[config.mk]
export PLATFORM = sky130hd
export DESIGN_NAME = thermal_lum_ctrl
export DESIGN_NICKNAME = d
export VERILOG_FILES = /design/src/rtl/thermal_lum_pkg.sv /design/src/rtl/thermal_rst_sync.sv /design/src/rtl/thermal_hyst.sv /design/src/rtl/scan_rate_sel.sv /design/src/rtl/scan_tick_div.sv /design/src/rtl/thermal_lum_ctrl.sv
export SDC_FILE = /design/constraint.sdc
export NUM_CORES = 1
export LEC_CHECK = 0
export ABC_AREA = 1
export BUFFER_PORTS_ARGS = -buffer_cell sky130_fd_sc_hd__clkbuf_2
export CORE_ASPECT_RATIO = 0.8
export CORE_MARGIN = 1
export CORE_UTILIZATION = 55
export DETAILED_ROUTE_END_ITERATION = 8
export PLACE_DENSITY = 0.86
export SLEW_MARGIN = 20
export SYNTH_ARGS = -nofsm -noshare
export SYNTH_HDL_FRONTEND = slang
export SYNTH_HIERARCHICAL = 1
export SYNTH_SLANG_ARGS = --single-unit
[constraint.sdc]
create_clock -name clk_i -period 1.1 [get_ports clk_i]
set_clock_uncertainty 0.2 [all_clocks]
set_input_delay 0.275 -clock clk_i [delete_from_list [all_inputs] [get_ports clk_i]]
set_output_delay 0.275 -clock clk_i [all_outputs]
set_load 0.02 [all_outputs]
[src/rtl/thermal_lum_pkg.sv]
package thermal_lum_pkg;

  // Scan-rate codes driven on rate_code_o
  typedef enum logic [1:0] {
    RATE_FAST     = 2'd0,
    RATE_MID      = 2'd1,
    RATE_SLOW     = 2'd2,
    RATE_SELFTEST = 2'd3
  } scan_rate_e;

endpackage

[src/rtl/thermal_rst_sync.sv]
module thermal_rst_sync (
  input  logic clk_i,
  input  logic rst_ni,
  output logic rst_no
);

  logic [1:0] sync_q;

  always_ff @(posedge clk_i or negedge rst_ni) begin
    if (!rst_ni) begin
      sync_q <= 2'b00;
    end else begin
      sync_q <= {sync_q[0], 1'b1};
    end
  end

  assign rst_no = sync_q[1];

endmodule

[src/rtl/thermal_hyst.sv]
module thermal_hyst #(
  parameter int TEMP_W  = 10,
  parameter int ENTER_C = 100,
  parameter int EXIT_C  = 92
) (
  input  logic                     clk_i,
  input  logic                     rst_ni,
  input  logic signed [TEMP_W-1:0] temp_i,
  input  logic                     temp_valid_i,
  output logic                     hot_o
);

  localparam logic signed [TEMP_W-1:0] ENTER_T = TEMP_W'(ENTER_C);
  localparam logic signed [TEMP_W-1:0] EXIT_T  = TEMP_W'(EXIT_C);

  logic hot_q;
  logic hot_d;
  logic hot_en;

  // Next-state: only strobed readings may move the latch
  always_comb begin
    hot_d  = hot_q;
    hot_en = 1'b0;
    if (temp_valid_i) begin
      if (!hot_q && (temp_i > ENTER_T)) begin
        hot_d  = 1'b1;
        hot_en = 1'b1;
      end else if (hot_q && (temp_i < EXIT_T)) begin
        hot_d  = 1'b0;
        hot_en = 1'b1;
      end
    end
  end

  always_ff @(posedge clk_i or negedge rst_ni) begin
    if (!rst_ni) begin
      hot_q <= 1'b0;
    end else if (hot_en) begin
      hot_q <= hot_d;
    end
  end

  assign hot_o = hot_q;

endmodule

[src/rtl/scan_rate_sel.sv]
module scan_rate_sel
  import thermal_lum_pkg::*;
(
  input  logic       clk_i,
  input  logic       rst_ni,
  input  logic       lum0_i,
  input  logic       lum1_i,
  input  logic       hot_i,
  output scan_rate_e code_o
);

  scan_rate_e code_q;
  scan_rate_e code_d;
  logic       code_en;

  always_comb begin
    unique case ({lum1_i, lum0_i})
      2'b00:   code_d = RATE_FAST;
      2'b01:   code_d = RATE_MID;
      2'b10:   code_d = RATE_SLOW;
      default: code_d = RATE_SELFTEST;
    endcase
    // Thermal override takes priority over every select combination
    if (hot_i) begin
      code_d = RATE_SLOW;
    end
    code_en = (code_d != code_q);
  end

  always_ff @(posedge clk_i or negedge rst_ni) begin
    if (!rst_ni) begin
      code_q <= RATE_FAST;
    end else if (code_en) begin
      code_q <= code_d;
    end
  end

  assign code_o = code_q;

endmodule

[src/rtl/scan_tick_div.sv]
module scan_tick_div
  import thermal_lum_pkg::*;
#(
  parameter int DIV_FAST = 3077,
  parameter int DIV_MID  = 4167,
  parameter int DIV_SLOW = 5556
) (
  input  logic       clk_i,
  input  logic       rst_ni,
  input  scan_rate_e code_i,
  output logic       tick_o
);

  localparam int DIV_TOP = (DIV_SLOW > DIV_MID) ?
                           ((DIV_SLOW > DIV_FAST) ? DIV_SLOW : DIV_FAST) :
                           ((DIV_MID  > DIV_FAST) ? DIV_MID  : DIV_FAST);
  localparam int CNT_W   = $clog2(DIV_TOP + 1);

  scan_rate_e       last_q;
  logic [CNT_W-1:0] cnt_q;
  logic [CNT_W-1:0] cnt_d;
  logic [CNT_W-1:0] period;
  logic             tick_q;
  logic             tick_d;
  logic             changed;
  logic             wrap;

  always_comb begin
    unique case (code_i)
      RATE_MID:  period = CNT_W'(DIV_MID);
      RATE_SLOW: period = CNT_W'(DIV_SLOW);
      default:   period = CNT_W'(DIV_FAST);
    endcase
  end

  always_comb begin
    changed = (code_i != last_q);
    wrap    = (cnt_q == (period - CNT_W'(1)));
    if (changed || wrap) begin
      cnt_d = '0;
    end else begin
      cnt_d = cnt_q + CNT_W'(1);
    end
    tick_d = wrap && !changed;
  end

  always_ff @(posedge clk_i or negedge rst_ni) begin
    if (!rst_ni) begin
      cnt_q  <= '0;
      tick_q <= 1'b0;
      last_q <= RATE_FAST;
    end else begin
      cnt_q  <= cnt_d;
      tick_q <= tick_d;
      if (changed) begin
        last_q <= code_i;
      end
    end
  end

  assign tick_o = tick_q;

endmodule

[src/rtl/thermal_lum_ctrl.sv]
module thermal_lum_ctrl
  import thermal_lum_pkg::*;
#(
  parameter int TEMP_W   = 10,
  parameter int ENTER_C  = 100,
  parameter int EXIT_C   = 92,
  parameter int DIV_FAST = 3077,
  parameter int DIV_MID  = 4167,
  parameter int DIV_SLOW = 5556
) (
  input  logic                     clk_i,
  input  logic                     rst_ni,
  input  logic                     lum0_i,
  input  logic                     lum1_i,
  input  logic signed [TEMP_W-1:0] temp_i,
  input  logic                     temp_valid_i,
  output logic [1:0]               rate_code_o,
  output logic                     scan_tick_o,
  output logic                     over_temp_o
);

  logic       rst_n_int;
  logic       hot;
  scan_rate_e code;

  thermal_rst_sync u_rst (
    .clk_i  (clk_i),
    .rst_ni (rst_ni),
    .rst_no (rst_n_int)
  );

  thermal_hyst #(
    .TEMP_W  (TEMP_W),
    .ENTER_C (ENTER_C),
    .EXIT_C  (EXIT_C)
  ) u_hyst (
    .clk_i        (clk_i),
    .rst_ni       (rst_n_int),
    .temp_i       (temp_i),
    .temp_valid_i (temp_valid_i),
    .hot_o        (hot)
  );

  scan_rate_sel u_sel (
    .clk_i  (clk_i),
    .rst_ni (rst_n_int),
    .lum0_i (lum0_i),
    .lum1_i (lum1_i),
    .hot_i  (hot),
    .code_o (code)
  );

  scan_tick_div #(
    .DIV_FAST (DIV_FAST),
    .DIV_MID  (DIV_MID),
    .DIV_SLOW (DIV_SLOW)
  ) u_div (
    .clk_i  (clk_i),
    .rst_ni (rst_n_int),
    .code_i (code),
    .tick_o (scan_tick_o)
  );

  assign rate_code_o = code;
  assign over_temp_o = hot;

endmodule

# After elaboration in Yosys (flattened, before gate mapping)
# Cells that the tools add are included.
dict set report classes {
  n_reduce_logical 9
  add_sub_neg 2
  muxes 9
  magnitude_cmp 2
  n_eq_ne 7
}
# cell n
set ops {}
lappend ops {{13-bit case mux with 2 select lines} 1}
lappend ops {{13-bit by 1-bit adder with 13-bit output, second input constant} 1}
lappend ops {{13-bit == test} 1}
lappend ops {{13-bit 2-to-1 mux} 1}
lappend ops {{13-bit by 1-bit subtractor with 13-bit output, second input constant} 1}
lappend ops {{10-bit by 8-bit greater-than comparator with 1-bit output, second input constant} 1}
lappend ops {{10-bit by 8-bit less-than comparator with 1-bit output, second input constant} 1}
lappend ops {{2-bit case mux with 3 select lines} 1}
lappend ops {{1-bit 2-to-1 mux} 5}
lappend ops {{2-bit by 1-bit == test with 1-bit output, second input constant} 2}
lappend ops {{2-bit == test, second input constant} 2}
lappend ops {{2-bit != test} 2}
lappend ops {{1-bit logical AND} 3}
lappend ops {{3-bit AND reduction} 1}
lappend ops {{1-bit logical NOT} 2}
lappend ops {{2-bit logical NOT} 1}
lappend ops {{2-bit 2-to-1 mux} 1}
lappend ops {{2-bit nonzero test} 1}
lappend ops {{1-bit logical OR} 1}
dict set report totals {
  input_bits 15
  regBits 21
}

# Logic depth before layout (Yosys ltp)
# Gate-level depths: netlist (run 1).
dict set report depth {
  ltp_word 6
  depth_mapped 11
  depth_no_buf 10
}

# Cells and area by module
# Netlist (run 1), hierarchy kept.
# mod instances cells_each area_each_um2 seq_area_each_um2
set by_module_without_submodules {}
lappend by_module_without_submodules {scan_tick_div 1 126 994.7 400.4}
lappend by_module_without_submodules {thermal_hyst 1 20 100.1 25.0}
lappend by_module_without_submodules {scan_rate_sel 1 7 68.8 50.0}
lappend by_module_without_submodules {thermal_rst_sync 1 3 53.8 50.0}

# Least setup slack after synthesis (run 1)
# Ideal clock, no wire load.
dict set report synth_path {
  path_kind {register -> register}
  startpoint {register u_sel.code_q[0], in the netlist u_sel/code_o[0]}
  endpoint {register u_div.cnt_q[2]}
  arrival_time_ns 1.531
  stages_incl_launch_ff 12
  path_slack_ns -0.752
  n_path_buf 1
  synth_period_minus_slack_ns 1.852
  cell_sequence {dfrtp_1 inv_1 ha_1 nand2_1 nand2_1 nor2_1 nand2_1 inv_1 nand3_2 nand2_4 buf_12 nor2_2}
}
dict set report synth_between {
  elab_chain_cells 6
  elab_cells_between_ends 8
  classes_between {add/sub (1); eq/ne (4); mux (2); reduce/logical (1)}
}
# item line
set synth_rtl {}
lappend synth_rtl {{start: declaration} scan_rate_sel.sv:12} ;# scan_rate_e code_q;
lappend synth_rtl {{start signal: assignment} scan_rate_sel.sv:34} ;# code_q <= code_d;
lappend synth_rtl {{2-bit == test or 2-bit by 1-bit == test with 1-bit output (tied branches)} scan_tick_div.sv:29} ;# unique case (code_i)
lappend synth_rtl {{13-bit case mux with 2 select lines} scan_tick_div.sv:29}
lappend synth_rtl {{13-bit by 1-bit subtractor with 13-bit output} scan_tick_div.sv:38} ;# wrap = (cnt_q == (period - CNT_W'(1)));
lappend synth_rtl {{13-bit == test} scan_tick_div.sv:38}
lappend synth_rtl {{1-bit logical OR *} scan_tick_div.sv:39} ;# if (changed || wrap) begin
lappend synth_rtl {{13-bit 2-to-1 mux *} scan_tick_div.sv:39}
lappend synth_rtl {{named net u_div.cnt_d[2]} scan_tick_div.sv:21} ;# logic [CNT_W-1:0] cnt_d;
lappend synth_rtl {{end signal: assignment} scan_tick_div.sv:53} ;# cnt_q <= cnt_d;
lappend synth_rtl {{end: declaration} scan_tick_div.sv:20} ;# logic [CNT_W-1:0] cnt_q;
# The timed path passes the listed nets; every way through them passes the cells marked *.
# A chain may end at the register's enable or synchronous reset.

# Final worst setup path (run 1)
dict set report layout_path {
  startpoint {register u_sel.code_q[0], in the netlist u_sel/code_o[0]}
  endpoint {register u_div.cnt_q[8]}
}
# Same word-level chain as after synthesis.

==> results of run 1 <==
-- logic make-up after synthesis --
logic type      share of synthesized area (%)
xor+xnor                                 7.19
flops                                    43.2
fa+ha+maj                                4.11
simple gates                             34.2
buf+inv                                  9.35
compound gates                           1.64
other cells                             0.308
-- worst max-delay path: stages (launching register included) --
cell and delay (ps):
dfrtp_2 460, inv_4 100, buf_12 110, ha_4 160, nand3_1 90, nand2_1 110
nand2_1 80, inv_2 80, nand3_4 140, nand2_8 150, nor2_2 50
-- cell type report --
type	count	area, um^2	share of cell area (%)
Clock buffer	3	22.5	1.30
Clock inverter	1	5.00	0.289
Inverter	23	88.8	5.14
Multi-Input combinational cell	110	672	38.9
Sequential cell	21	528	30.5
Tap cell	24	30.0	1.74
Timing Repair Buffer	49	383	22.1
-- worst paths after layout --
check | startpoint | to | slack [ps]
max in group asynchronous | u_rst/sync_q[1]$_DFF_PN0_ | u_sel/code_o[1]$_DFFE_PN0P_ | 470
worst min-delay path | u_rst/sync_q[1]$_DFF_PN0_ | u_div/cnt_q[8]$_DFF_PN0_ | 7
worst max register to register | u_sel/code_o[0]$_DFFE_PN0P_ | u_div/cnt_q[8]$_DFF_PN0_ | -730
worst min register to register | u_rst/sync_q[1]$_DFF_PN0_ | u_div/cnt_q[8]$_DFF_PN0_ | 7
worst max-delay path | u_sel/code_o[0]$_DFFE_PN0P_ | u_div/cnt_q[8]$_DFF_PN0_ | -730
min in group clk_i | temp_valid_i | u_hyst/hot_o$_DFFE_PN0P_ | 40
-- stage by stage --
step | std cells | instance area (um^2)
after floorplan | 156 | 1230
after global placement | 217 | 1490
after detailed placement | 217 | 1490
after CTS | 228 | 1630
after global routing | 231 | 1730
final | 231 | 1730
-- layout by cell type (no fill, tap or decap), drive strengths merged --
cell / instances
clkinv: 1
nor2: 29
ha: 4
xnor2: 2
nand2: 49
dlygate4sd3: 4
inv: 23
conb: 1
dfrtp: 21
xor2: 8
nor3: 2
o21ai: 3
or2: 1
a21oi: 1
nand3: 10
buf: 31
clkbuf: 17
-- per-layer routing --
layer / GRT usage, % / wire (um)
met5: 0 / 0
met2: 48.7 / 1820
met1: 35.7 / 1430
met3: 8.59 / 244
met4: 10.8 / 142
-- power breakdown --
part | switching, W | internal [W] | leakage (nW)
Combinational | 0.000294 | 0.000232 | 0.566
Sequential | 0.0000525 | 0.000812 | 0.274
Clock | 0.000242 | 0.000136 | 0.0177
Total | 0.000588 | 0.00118 | 0.857
-- registers in the layout (all words and copies together) (netlist names) --
name / cells
u_div/cnt_q: 13
u_div/last_q: 2
u_rst/sync_q: 2
u_sel/code_o: 2
u_div/tick_o: 1
u_hyst/hot_o: 1
-- repair_timing --
item,CTS,global route
hold buffers,4,0
endpoints found under the hold margin,5,0
cloned,1,0
gates resized for setup,10,26
pin swaps,4,15
setup endpoints to repair,18,19
setup buffers,2,5
==> impl_metrics.toml, run 1 <==
[outcome]
status = "complete, but fails checks"
violations = "negative setup slack"

[floorplan]
design.portCount = 19
die_area_um2 = 2410
start_util_pct = 61.5
core_um2 = 1980
die_x_um = 54.6
die_h_um = 44.1
fp-row-count = 14

[synth]
synth.distinct_cells = 21
synth_common_cells = "nand2_1, inv_1, dfrtp_1, nor2_1, nor2_2"
ys_seq_elements = 21
synth-edff-count = 0
synthCells = 156
yosys-top-cells-area = "dfrtp_1, nand2_1, inv_1"
synthesis.nets = 175
syn_avg_cell_area_um2 = 7.80
synth_area_um2 = 1220
yosysWarnings = 6
yosys.area.top_type_share_pct = 43.2
seq_area_frac_synth_pct = 43.2
synth.most_common_cell = "nand2_1"
synthFlopType = "dfrtp_1"
yosys.area.top_type = "dfrtp_1"
async_reset_ff_share_pct = 100

[layout]
num-nets-final = 227
n_antenna_cell = 0
fin_util_pct = 87.4
drive_gt1_share_pct = 42.0
num-fill-cells = 108
area_growth_pct = 42.0

[power]
ir_worst_vdd_mv = 0.886
power_density_nw_per_um2 = 1020
leakagePower_nw = 0.857
power_w = 0.00177

[detailed_routing]
via_per_inst = 5.34
dr.pass1.iters = 4
drc = 0
drtIter0Drc = 65
drt.antenna.violating_nets = 0
drt_wl_total_mm = 3.63
wire_per_inst_um = 15.7
vias = 1233

[clock_network]
htree_levels = 1
cts-root-buf = "clkbuf_4"
cts_tree = "done"
clock-sinks = 21
clock_latency_ps = 310
clockBufferDepth = 2
cts_inserted_buffers = 3
clkTransAtPathRegs_ps = 120

[timing]
setup_viol = 19
fmax_mhz = 547
rsz0062_at_grt = "true"
drv_slew = 0
period_needed_ps = 1830
worst_slack_ps = -730
hold_slack_ps = 6.64
timing.setup.tns_ps = -11400
fin_crit_sh_pct = 166
hold_violations = 0

[place]
pre_cts_slack_ps = -625
gp_congestion = 0.832
portBuffers = 18
hpwl_mm = 2.05

[critical_path]
endpoint_kind = "register"
required_ps = 1110
arrival_ps = 1840
crit_path_start_kind = "register"
r2r_cells = 10
crit_type = "register to register"
worst-path-max-fanout = 7

[grt]
gr-total-overflow = 0
grt_pass1_vias = 1137
grt_pass1_wl_mm = 4.84
grtUsageTotal_pct = 29.3
antenna_found_initial = 0
grt_start_max_net_pins = 20

[hold_path]
hold_class = "register to asynchronous set/reset pin"

[flow_run]
cap_viol_max_count = 0
No activity file was read; power rests on OpenSTA's default activity.
==> inputs of run 2 (changes only) <==
--- a/config.mk
+++ b/config.mk
@@ -7,11 +7,12 @@
 export LEC_CHECK = 0
 export ABC_AREA = 1
 export BUFFER_PORTS_ARGS = -buffer_cell sky130_fd_sc_hd__clkbuf_2
-export CORE_ASPECT_RATIO = 0.8
+export CORE_ASPECT_RATIO = 1.1
 export CORE_MARGIN = 1
-export CORE_UTILIZATION = 55
+export CORE_UTILIZATION = 58
+export CTS_BUF_LIST = sky130_fd_sc_hd__clkbuf_4
 export DETAILED_ROUTE_END_ITERATION = 8
-export PLACE_DENSITY = 0.86
+export PLACE_DENSITY = 0.89
 export SLEW_MARGIN = 20
 export SYNTH_ARGS = -nofsm -noshare
 export SYNTH_HDL_FRONTEND = slang
==> constraint.sdc (replaced) <==
create_clock -name clk_i -period 2 [get_ports clk_i]
set_clock_uncertainty 0.2 [all_clocks]
set_input_delay 0.5 -clock clk_i [delete_from_list [all_inputs] [get_ports clk_i]]
set_output_delay 0.5 -clock clk_i [all_outputs]
set_load 0.02 [all_outputs]
==> impl_metrics.toml, run 2 (same netlist as run 1, synthesis figures left out) <==
[floorplan]
die_h_um = 50.1
fp-row-count = 17
design.portCount = 19
start_util_pct = 60.9
die_area_um2 = 2290
die_x_um = 45.7
core_um2 = 2000

[detailed_routing]
top_layer_used = "met4"
wl_met2_mm = 1.15
via_per_inst = 4.96
vias = 1012
wl_met1_um = 886
wire_per_inst_um = 10.7
dr.pass1.iters = 4
drt_wl_total_mm = 2.19
met3_length_um = 104
drc = 0
drtIter0Drc = 29
drt.antenna.violating_nets = 0

[critical_path]
slowest_stage = "dfrtp_2"
crit_type = "register to register"
path_common_cell = "nand2_1"
crit_path_start_kind = "register"
endpoint_kind = "register"
arrival_ps = 1840
r2r_cells = 10
required_ps = 2000
worst-path-max-fanout = 13
cpPeakStageDelay_ps = 430
worstPathCellList = "inv_1 -> ha_1 -> nand2_1 -> nand2_1 -> nor2_1 -> nand2_1 -> inv_1 -> nand3_2 -> nand2_8 -> nor2_1"

[clock_network]
clock_latency_ps = 300
htree_levels = 1
clkTransAtPathRegs_ps = 110
cts_inserted_buffers = 3
cts_tree = "done"
clockBufferDepth = 2
cts-root-buf = "clkbuf_4"
clock-sinks = 21

[timing]
setup_viol = 0
timing.setup.tns_ps = 0
slew_headroom_pct = 51.0
hold_violations = 0
fin_crit_sh_pct = 92.1
worst_slack_ps = 157
drv_slew = 0
fmax_mhz = 543
period_needed_ps = 1840
worst_pin_slew_ps = 736
rsz0062_at_grt = "false"

[layout]
top_register = "u_div/cnt_q"
largest_reg_flops = 13
num-nets-final = 196
final_cell_mix = "nand2_1, inv_1, dfrtp_1, clkbuf_2, nor2_1"
fin_util_pct = 68.1
drive_gt1_share_pct = 22.7
final_common_cell = "nand2_1"
n_antenna_cell = 0
area_growth_pct = 11.9

[grt]
antenna_found_initial = 0
grt_pass1_vias = 974
gr-total-overflow = 0
grt_start_max_net_pins = 20
grt_pass1_wl_mm = 3.75
grtUsageTotal_pct = 22.6

[place]
pre_cts_slack_ps = 117
hpwl_mm = 1.75
portBuffers = 18
gp_congestion = 0.876

[power]
power_density_nw_per_um2 = 617
ir_worst_vdd_mv = 0.423
leakagePower_nw = 0.696

[outcome]
status = "finished, final reports clean"

[flow_run]
cap_viol_max_count = 0

[hold_path]
hold_class = "register to asynchronous set/reset pin"
==> run 2: cell count changes in the layout (fill, tap and decap cells not counted), sizes merged <==
cell,before,now
dlygate4sd3,4,1
clkbuf,17,21
nand2,49,48
buf,31,0
==> run 2: where the power goes <==
part           total [W]  internal (W)  switching (W)
clock           0.000199     0.0000746       0.000125
combinational   0.000161     0.0000637      0.0000974
sequential      0.000480      0.000446      0.0000336
==> run 2: final cells by class <==
type	instances	area, um^2
tap	28	35.0
clock buffer	3	22.5
sequential	21	527
clock inverter	1	5.00
fill	173	637
multi-input combinational	109	587
timing repair buffer	19	100
inverter	23	86.3
==> run 2: worst paths after layout <==
check	start	end	slack, ps
setup reg to reg	u_sel/code_o[0]$_DFFE_PN0P_	u_div/cnt_q[12]$_DFF_PN0_	160
hold reg to reg	u_rst/sync_q[1]$_DFF_PN0_	u_div/cnt_q[7]$_DFF_PN0_	110
min in group clk_i	u_rst/sync_q[0]$_DFF_PN0_	u_rst/sync_q[1]$_DFF_PN0_	160
max in group asynchronous	u_rst/sync_q[1]$_DFF_PN0_	u_sel/code_o[0]$_DFFE_PN0P_	980
setup / recovery	u_sel/code_o[0]$_DFFE_PN0P_	u_div/cnt_q[12]$_DFF_PN0_	160
hold / removal	u_rst/sync_q[1]$_DFF_PN0_	u_div/cnt_q[7]$_DFF_PN0_	110
==> run 2: metrics by stage <==
stage                     cells  cell area [um^2]  hold WS [ps]  power (W)
after floorplan             156              1220          4.41   0.000612
after global placement      199              1320          86.4   0.000633
after detailed placement    199              1320          87.8   0.000642
after CTS                   204              1350           137   0.000845
after global routing        204              1360           173   0.000898
final                       204              1360           113   0.000840
==> run 2: layer usage <==
layer  global-route usage, %  up-vias
met4                    12.6        0
met2                    37.6       40
li1                        -      502
met1                    26.4      464
met3                    4.03        6
met5                       0        -
==> run 2: worst max-delay path: cells and delay by family, from the launching register on <==
family	cells	cell delay (ps)
flip-flops	1	430
buffers and inverters	2	150
adder cells (fa/ha/maj)	1	330
AND/OR/NAND/NOR	7	640
==> run 2: what timing repair did <==
item / 4_1_cts / 5_1_grt
hold buffers: 1 / 0
endpoints found under the setup margin: 0 / 13
gates resized for setup: 0 / 2
setup buffers: 0 / 0
hold endpoints to repair: 2 / 0
==> inputs of run 3 (changes only) <==
--- a/config.mk
+++ b/config.mk
@@ -7,7 +7,6 @@
 export LEC_CHECK = 0
 export ABC_AREA = 1
 export BUFFER_PORTS_ARGS = -buffer_cell sky130_fd_sc_hd__clkbuf_2
-export CORE_ASPECT_RATIO = 1.1
 export CORE_MARGIN = 1
 export CORE_UTILIZATION = 58
 export CTS_BUF_LIST = sky130_fd_sc_hd__clkbuf_4
==> impl_metrics.toml, run 3 (same netlist as run 1, synthesis figures left out) <==
[critical_path]
worstPathCellList = "inv_1 -> ha_1 -> nand3_1 -> nand2_1 -> nand2_1 -> inv_1 -> nand3_2 -> nand2_4 -> nor2_1"
required_ps = 1990
r2r_start = "u_sel/code_o[0]$_DFFE_PN0P_"
worst-path-max-fanout = 13
crit_path_start_kind = "register"
cpLargestDelayFamily = "simple AND/OR/NAND/NOR gates"
endpoint_kind = "register"
arrival_ps = 1850
slowest_stage = "dfrtp_2"
cpPeakStageDelay_ps = 460
cp_num_buf_inv = 2
crit_path_start = "u_sel/code_o[0]$_DFFE_PN0P_"
crit_type = "register to register"

[power]
netSwitchingFraction_pct = 30.1
power_density_nw_per_um2 = 632
switching_power_w = 0.000258
intPower_w = 0.000598
seq_power_share_pct = 56.0
clkPwrFrac_pct = 25.9
ir_worst_vdd_mv = 0.394
leakagePower_nw = 0.695
comb_power_share_pct = 18.1

[floorplan]
fp-row-count = 16
die_area_um2 = 2290
die_h_um = 47.8
start_util_pct = 62.1
core_um2 = 1960
die_x_um = 47.8
design.portCount = 19

[grt]
grt_start_max_net_pins = 20
grt_pass1_vias = 857
grtUsageTotal_pct = 21.4
gr-total-overflow = 0
grt_pass1_wl_mm = 3.36
antenna_found_initial = 0

[timing]
hold_slack_ps = 105
fmax_mhz = 540
slew_headroom_pct = 50.3
setup_viol = 0
fin_crit_sh_pct = 92.6
rsz0062_at_grt = "false"
hold_violations = 0
worst_pin_slew_ps = 746
drv_slew = 0
timing.setup.tns_ps = 0
period_needed_ps = 1850

[flow_run]
cap_viol_max_count = 0

[layout]
n_antenna_cell = 0
num-fill-cells = 172
fin_cells = 203
fin_util_pct = 69.1
num-nets-final = 196
area_growth_pct = 11.3
drive_gt1_share_pct = 22.7
final_common_cell = "nand2_1"
largest_reg_flops = 13
final_cell_mix = "nand2_1, inv_1, dfrtp_1, clkbuf_2, nor2_1"
top_register = "u_div/cnt_q"

[detailed_routing]
drt_wl_total_mm = 2.25
drc = 0
drt.antenna.violating_nets = 0
dr.pass1.iters = 5
vias = 982
wire_per_inst_um = 11.1
drtIter0Drc = 23
via_per_inst = 4.84

[clock_network]
htree_levels = 1
clockBufferDepth = 2
clock-sinks = 21
cts_tree = "done"
post_cts_buffers = 0
clkTransAtPathRegs_ps = 120
cts_inserted_buffers = 3
cts-root-buf = "clkbuf_4"
clock_latency_ps = 310

[place]
place_inst = 198
hpwl_mm = 1.78
portBuffers = 18
gp_congestion = 0.893

[outcome]
status = "finished, final reports clean"

[hold_path]
hold_class = "register to asynchronous set/reset pin"
-- run 3: cell types whose count changed in the layout (fill, tap and decap cells not counted) --
cell      previous run  this run
clkbuf_4             3         4
nand2_8              1         0
clkinv_2             1         0
nand2_4              0         1
-- run 3: final timing paths --
path / to / slack (ps) / depth (start not counted)
max in group asynchronous: u_sel/code_o[0]$_DFFE_PN0P_ / 990 / 0
setup reg to reg: u_div/cnt_q[1]$_DFF_PN0_ / 150 / 9
min in group clk_i: u_sel/code_o[0]$_DFFE_PN0P_ / 160 / 3
setup / recovery: u_div/cnt_q[1]$_DFF_PN0_ / 150 / 9
hold reg to reg: u_div/cnt_q[10]$_DFF_PN0_ / 100 / 0
hold / removal: u_div/cnt_q[10]$_DFF_PN0_ / 100 / 0
-- run 3: cell type report --
cell class	instances	area, um^2	share of cell area (%)
inverters	23	86.3	6.37
flip-flops and latches	21	527	38.9
well taps	27	33.8	2.49
repair buffers	19	100	7.39
multi-input cells	109	578	42.7
clock buffers	4	30.0	2.22
-- run 3: per-stage QoR --
step / area [um^2] / setup slack [ps] / total power [W]
finish: 1360 / 149 / 0.000856
global route: 1360 / 19.9 / 0.000908
CTS: 1350 / 130 / 0.000860
detailed placement: 1310 / 151 / 0.000643
global placement: 1310 / 253 / 0.000633
floorplan: 1220 / 148 / 0.000612
-- run 3: per-layer routing --
layer	vias to the layer above	GRT usage, %	part of all wire (%)
li1	501	-	-
met1	439	27.4	40
met2	36	35.1	53
met3	6	3.77	5.0
met4	0	9.44	1.6
met5	-	0	0
-- run 3: power by group through the flow --
stage | clock network [W] | registers [W] | logic (W)
6_report | 0.000221 | 0.000479 | 0.000155
3_3_place_gp | 0 | 0.000486 | 0.000147
4_1_cts | 0.000224 | 0.000480 | 0.000157
5_1_grt | 0.000245 | 0.000485 | 0.000178
3_5_place_dp | 0 | 0.000488 | 0.000155
2_1_floorplan | 0 | 0.000487 | 0.000125
-- run 3: worst reg2reg max path, stage by stage (launching register included) --
cell	delay, ps
dfrtp_2	460
inv_1	90
ha_1	290
nand3_1	120
nand2_1	110
nand2_1	50
inv_1	60
nand3_2	90
nand2_4	200
nor2_1	60
-- run 3: timing repair --
action | in CTS | in global routing
setup endpoints to repair | 0 | 13
hold buffers | 1 | 0
endpoints found under the hold margin | 2 | 0
gates resized for setup | 0 | 1
